<file path="config.mk">
export PLATFORM = sky130hd
export DESIGN_NAME = eth_stats_bank
export DESIGN_NICKNAME = d
export VERILOG_FILES = /design/src/rtl/eth_stats_pkg.sv /design/src/rtl/eth_stats_tx_class.sv /design/src/rtl/eth_stats_rx_class.sv /design/src/rtl/eth_stats_cnt.sv /design/src/rtl/eth_stats_bank.sv
export SDC_FILE = /design/constraint.sdc
export NUM_CORES = 1
export LEC_CHECK = 0
export ABC_AREA = 1
export BUFFER_PORTS_ARGS = -buffer_cell sky130_fd_sc_hd__buf_4
export CAP_MARGIN = 5
export CELL_PAD_IN_SITES_DETAIL_PLACEMENT = 0
export CELL_PAD_IN_SITES_GLOBAL_PLACEMENT = 1
export CORE_UTILIZATION = 40
export CTS_CLUSTER_DIAMETER = 30
export DETAILED_ROUTE_END_ITERATION = 10
export PLACE_DENSITY_LB_ADDON = 0.3
export SETUP_SLACK_MARGIN = 0.3
export SYNTH_ARGS = -nofsm -noshare
export SYNTH_HDL_FRONTEND = slang
export SYNTH_SLANG_ARGS = --single-unit
</file>
<file path="constraint.sdc">
create_clock -name clk -period 1.9 [get_ports clk]
set_input_delay 0.285 -clock clk [delete_from_list [all_inputs] [get_ports clk]]
set_output_delay 0.285 -clock clk [all_outputs]
set_load 0.01 [all_outputs]
</file>
<file path="src/rtl/eth_stats_pkg.sv">
package eth_stats_pkg;
  localparam int NCNT = 15;

  typedef enum logic [3:0] {
    C_TX_OK    = 4'd0,
    C_SCOL     = 4'd1,
    C_MCOL     = 4'd2,
    C_DEFER    = 4'd3,
    C_RX_OK    = 4'd4,
    C_DISCARD  = 4'd5,
    C_FCS      = 4'd6,
    C_ALIGN    = 4'd7,
    C_LCOL     = 4'd8,
    C_XCOL     = 4'd9,
    C_UNDERRUN = 4'd10,
    C_CODE     = 4'd11,
    C_LONG     = 4'd12,
    C_JABBER   = 4'd13,
    C_SHORT    = 4'd14
  } cnt_id_e;

  function automatic int cnt_width(int idx, int wide_w, int mid_w, int narrow_w);
    if (idx == 0 || idx == 4) return wide_w;
    if (idx == 1 || idx == 2 || idx == 3 || idx == 5) return mid_w;
    return narrow_w;
  endfunction
endpackage

</file>
<file path="src/rtl/eth_stats_tx_class.sv">
module eth_stats_tx_class
  import eth_stats_pkg::*;
#(
  parameter int COLL_W   = 5,
  parameter int MAX_COLL = 16
) (
  input  logic              valid,
  input  logic [COLL_W-1:0] coll,
  input  logic              late,
  input  logic              underrun,
  input  logic              carrier_lost,
  input  logic              deferred,
  output logic [NCNT-1:0]   inc
);
  localparam logic [COLL_W-1:0] LIMIT = COLL_W'(MAX_COLL);
  localparam logic [COLL_W-1:0] ONE   = COLL_W'(1);
  localparam logic [COLL_W-1:0] ZERO  = '0;

  logic abandoned;
  assign abandoned = (coll >= LIMIT);

  always_comb begin
    inc = '0;
    if (valid) begin
      if (underrun) begin
        inc[C_UNDERRUN] = 1'b1;
      end else begin
        if (abandoned) inc[C_XCOL]  = 1'b1;
        else           inc[C_TX_OK] = 1'b1;
        if (!carrier_lost) begin
          if (!abandoned && coll == ONE)               inc[C_SCOL]  = 1'b1;
          if (!abandoned && coll > ONE)                inc[C_MCOL]  = 1'b1;
          if (coll == ZERO && deferred)                inc[C_DEFER] = 1'b1;
          if (late)                                    inc[C_LCOL]  = 1'b1;
        end
      end
    end
  end
endmodule

</file>
<file path="src/rtl/eth_stats_rx_class.sv">
module eth_stats_rx_class
  import eth_stats_pkg::*;
#(
  parameter int LEN_W   = 14,
  parameter int MIN_LEN = 64,
  parameter int MAX_LEN = 1518
) (
  input  logic             valid,
  input  logic [LEN_W-1:0] len,
  input  logic             addr_match,
  input  logic             code_err,
  input  logic             crc_err,
  input  logic             dribble,
  input  logic             no_buf,
  output logic [NCNT-1:0]  inc
);
  localparam logic [LEN_W-1:0] LO = LEN_W'(MIN_LEN);
  localparam logic [LEN_W-1:0] HI = LEN_W'(MAX_LEN);

  always_comb begin
    inc = '0;
    if (valid && addr_match) begin
      if (code_err) begin
        inc[C_CODE] = 1'b1;
      end else if (len > HI) begin
        if (crc_err) inc[C_JABBER] = 1'b1;
        else         inc[C_LONG]   = 1'b1;
      end else if (len < LO) begin
        if (!crc_err) inc[C_SHORT] = 1'b1;
      end else if (crc_err) begin
        if (dribble) inc[C_ALIGN] = 1'b1;
        else         inc[C_FCS]   = 1'b1;
      end else if (no_buf) begin
        inc[C_DISCARD] = 1'b1;
      end else begin
        inc[C_RX_OK] = 1'b1;
      end
    end
  end
endmodule

</file>
<file path="src/rtl/eth_stats_cnt.sv">
module eth_stats_cnt #(
  parameter int W = 8
) (
  input  logic         clk,
  input  logic         rst_n,
  input  logic         inc,
  input  logic         clr,
  output logic [W-1:0] q
);
  localparam logic [W-1:0] TOP = '1;

  always_ff @(posedge clk) begin
    if (!rst_n)             q <= '0;
    else if (clr)           q <= inc ? W'(1) : '0;
    else if (inc && q != TOP) q <= q + W'(1);
  end
endmodule

</file>
<file path="src/rtl/eth_stats_bank.sv">
module eth_stats_bank
  import eth_stats_pkg::*;
#(
  parameter int WIDE_W   = 24,
  parameter int MID_W    = 16,
  parameter int NARROW_W = 8,
  parameter int LEN_W    = 14,
  parameter int COLL_W   = 5,
  parameter int MAX_COLL = 16,
  parameter int MIN_LEN  = 64,
  parameter int MAX_LEN  = 1518,
  localparam int DATA_W  = WIDE_W,
  localparam int ADDR_W  = $clog2(NCNT + 1)
) (
  input  logic              clk,
  input  logic              rst_n,
  input  logic              tx_valid,
  input  logic [COLL_W-1:0] tx_coll,
  input  logic              tx_late,
  input  logic              tx_underrun,
  input  logic              tx_carrier_lost,
  input  logic              tx_deferred,
  input  logic              rx_valid,
  input  logic [LEN_W-1:0]  rx_len,
  input  logic              rx_addr_match,
  input  logic              rx_code_err,
  input  logic              rx_crc_err,
  input  logic              rx_dribble,
  input  logic              rx_no_buf,
  input  logic              rd_en,
  input  logic [ADDR_W-1:0] rd_addr,
  output logic [DATA_W-1:0] rd_data
);
  logic [NCNT-1:0]   tx_inc, rx_inc, clr_vec;
  logic [DATA_W-1:0] cnt_ext [NCNT];

  eth_stats_tx_class #(.COLL_W(COLL_W), .MAX_COLL(MAX_COLL)) u_tx (
    .valid(tx_valid), .coll(tx_coll), .late(tx_late), .underrun(tx_underrun),
    .carrier_lost(tx_carrier_lost), .deferred(tx_deferred), .inc(tx_inc)
  );

  eth_stats_rx_class #(.LEN_W(LEN_W), .MIN_LEN(MIN_LEN), .MAX_LEN(MAX_LEN)) u_rx (
    .valid(rx_valid), .len(rx_len), .addr_match(rx_addr_match),
    .code_err(rx_code_err), .crc_err(rx_crc_err), .dribble(rx_dribble),
    .no_buf(rx_no_buf), .inc(rx_inc)
  );

  for (genvar i = 0; i < NCNT; i++) begin : g_cnt
    localparam int W = cnt_width(i, WIDE_W, MID_W, NARROW_W);
    logic [W-1:0] q;
    assign clr_vec[i] = rd_en && (rd_addr == ADDR_W'(i));
    eth_stats_cnt #(.W(W)) u_cnt (
      .clk(clk), .rst_n(rst_n), .inc(tx_inc[i] | rx_inc[i]),
      .clr(clr_vec[i]), .q(q)
    );
    assign cnt_ext[i] = DATA_W'(q);
  end

  always_comb begin
    rd_data = '0;
    for (int i = 0; i < NCNT; i++)
      if (rd_addr == ADDR_W'(i)) rd_data = cnt_ext[i];
  end
endmodule

</file>
==> results by group <==
Outcome
  – Violated checks: negative setup slack
  – Outcome: complete, but fails checks

Route
  – WL/cell: 18.0 um
  – Antenna-violating nets left: 0
  – Via/cell ratio: 5.46
  – Initial DRC Count: 1140
  – TritonRoute pass-1 iters: 5
  – DRC viols: 0
  – DR vias: 14320
  – DRT Wirelength: 47.3 mm

Timing
  – Final Setup Violations: 21
  – Final hold vios: 0
  – Hold WS: 153 ps
  – Slew Limit Fails: 0
  – Final Skew: 13.1 ps
  – Rel. slew slack: 0.647
  – Final setup margin: -299 ps
  – Fmax: 0.455 GHz
  – Worst-margin pin slew: 528 ps
  – RSZ-0062 raised after global routing: true
  – Period minus WS final: 2200 ps
  – Part of the cycle the worst path needs: 1.16

Clock network
  – CTS max path bufs: 2
  – Post-CTS Hold Buffers: 0
  – CTS tree: yes
  – Clock Tree Root: clkbuf_16
  – CTS Sinks: 184
  – Reg clk slew, reported paths: 80 ps
  – CTS buffer count: 17
  – H-tree levels: 4
  – Worst-Skew Late Latency: 450 ps

GRT
  – Global route overflow: 0
  – Vias in the first global route: 13025
  – Initial antenna violation count: 0
  – First-pass GRT wire length: 67.9 mm
  – Largest net degree at the start of global routing: 35
  – GRT Total Usage: 0.297

Synthesis
  – Area share of the largest cell type after synthesis: 0.320
  – Ys async rst share: 0
  – Synth Instances: 1800
  – Synth Area per Inst: 6.39 um^2
  – Post-Syn Nets: 1852
  – Top post-synthesis cells by area: dfxtp_1, nand2_1, nor2_1, nand3_1, inv_1
  – #FFs+latches synth: 184
  – Distinct cell type count after synthesis: 62
  – Synth Warn #: 0
  – Post-synth EDFFs: 0
  – Sequential element share of the synthesized area: 0.320
  – Cell taking the most area after synthesis: dfxtp_1
  – Netlist Area Pre-Place: 11500 um^2
  – Prevailing post-synth register cell: dfxtp_1

Layout
  – Multi-input logic area: 9000 um^2
  – Layout area overhead: 63.3%
  – Fill cell count: 2362
  – Largest registers: g_cnt.u_cnt.q: 184 flops
  – Antenna fix cells: 0
  – Layout cells sized above 1: 0.454
  – Fin nets: 2282
  – Flip-flop and latch area: 3830 um^2
  – Max reg flops: 184
  – Commonest non-fill, non-tap cell in the layout: nand2_1
  – Commonest non-fill, non-tap cells in the layout: nand2_1, buf_4, nor2_1
  – Largest register by flop count: g_cnt.u_cnt.q

Floorplan
  – Core area: 28000 um^2
  – DIE AREA: 29400 um^2
  – Ports: 61
  – Die W: 172 um
  – Row count: 61
  – Starting density of the core: 0.410
  – Die Y: 172 um

Worst setup path
  – Crit path max-delay cell type: dfxtp_4
  – Worst path max stage delay: 360 ps
  – CP max FO: 2
  – Crit path cell chain: buf_4 -> nand3_1 -> nand2_2 -> nor2_2 -> nand3_2 -> nand2_2 -> nand3_2 -> nand2_1 -> nand3_1 -> nand2_1 -> nand4_1 -> buf_4
  – CP endpoint kind: output port
  – CP bufs+invs: 2
  – CP delay by family, top: simple AND/OR/NAND/NOR gates
  – WP data required: 1620 ps
  – Worst path arrival time: 1910 ps
  – CP startpoint kind: register
  – CP Class: register to output port

Power and ir drop
  – Gate power share: 0.113
  – Internal power: 6.25 mW
  – Reg power frac: 0.446
  – P per Cell Area: 463 nW/um^2
  – Maximum VDD drop: 0.000592 V
  – Lkg Pwr: 7.59 nW
  – Clk network pwr share: 0.441
  – Total power: 8.68 mW
  – Sw Pwr: 2.43 mW
  – Net Sw Frac: 0.280

Job
  – Max-Cap Viols: 0

Placement
  – Routability cong.: 0.899
  – Port bufs: 60
  – Post-DP HPWL: 31.6 mm

Worst hold path
  – Hold Crit Class: input pin to register
## power by group through the flow
| stage | Clock, mW | Sequential (mW) | Combinational [mW] |
|---|---|---|---|
| 2_1_floorplan | 0 | 3.97 | 0.361 |
| 3_3_place_gp | 0 | 3.98 | 0.701 |
| 3_5_place_dp | 0 | 3.98 | 0.708 |
| 4_1_cts | 3.87 | 3.88 | 0.824 |
| 5_1_grt | 4.04 | 3.87 | 1.05 |
| 6_report | 3.83 | 3.87 | 0.985 |
## worst paths after layout
path / slack, ps / startpoint / endpoint / cells after the start
setup / recovery: -300 / g_cnt[0].u_cnt.q[1] / rd_data[1] / 12
hold / removal: 150 / tx_late / g_cnt[8].u_cnt.q[0] / 3
setup reg to reg: -70 / g_cnt[8].u_cnt.q[5] / g_cnt[8].u_cnt.q[7] / 11
hold reg to reg: 480 / g_cnt[7].u_cnt.q[5] / g_cnt[7].u_cnt.q[5] / 2
## area by class of cell
class | count | area share
Clock inverter | 13 | 0.00767
Sequential cell | 184 | 0.204
Multi-Input combinational cell | 1370 | 0.480
Tap cell | 378 | 0.0252
Clock buffer | 19 | 0.0247
Timing Repair Buffer | 435 | 0.205
Inverter | 216 | 0.0503
Timing Repair inverter | 6 | 0.00373
## routing by layer
layer  share of wire  GRT usage
met2            0.47      0.485
met1            0.43      0.388
met3           0.067     0.0575
met5               0          0
met4           0.037      0.102
## stage by stage
stage          instances  TNS (ps)  setup WS, ps   util  instance area [um^2]
6_report            2621     -2330          -299  0.670                 18800
2_1_floorplan       1800         0           124      -                 11900
5_1_grt             2621     -5820          -434  0.670                 18800
3_5_place_dp        2426     -4490          -168  0.510                 14300
3_3_place_gp        2426     -2830          -214  0.510                 14300
4_1_cts             2547     -2290          -321  0.591                 16600
## synthesized netlist by cell type (5+ instances only)
cell and number:
a21oi_1 152, a21oi_2 15, a31oi_1 11, a32oi_1 5
buf_2 11, clkbuf_1 12, dfxtp_1 184, ha_1 15
inv_1 205, inv_2 8, nand2_1 426, nand2_2 21
nand3_1 156, nand3b_1 6, nand4_1 60, nor2_1 230
nor2_2 10, nor2_4 5, nor3_1 59, nor3b_1 12
nor4_1 9, o21ai_0 75, or2_2 8, xor2_1 41
## logic make-up (layout without fill, tap and decap cells)
family          after synthesis  after routing  share of synthesized area
compound gates              289            289                      0.142
xor+xnor                     43             43                     0.0328
fa+ha+maj                    15             15                     0.0163
buf+inv                     248            689                     0.0876
flops                       184            184                      0.320
simple gates               1021           1023                      0.401
## worst reg2reg max path: stages (launching register included)
cell and delay, ps:
dfxtp_1 410, inv_1 160, nor2_4 190, nand2_2 90, nor3b_4 230, nor2_2 70
nor2_2 210, buf_6 150, buf_6 100, buf_6 90, nand2_4 40, a21oi_2 150
## timing repair
action | in CTS | in global routing
resized for setup | 268 | 432
setup buffers | 83 | 69
cloned | 6 | 5
setup endpoints to repair | 187 | 204
pin swaps | 97 | 182
Note: power is estimated with default switching activity, not from simulation.
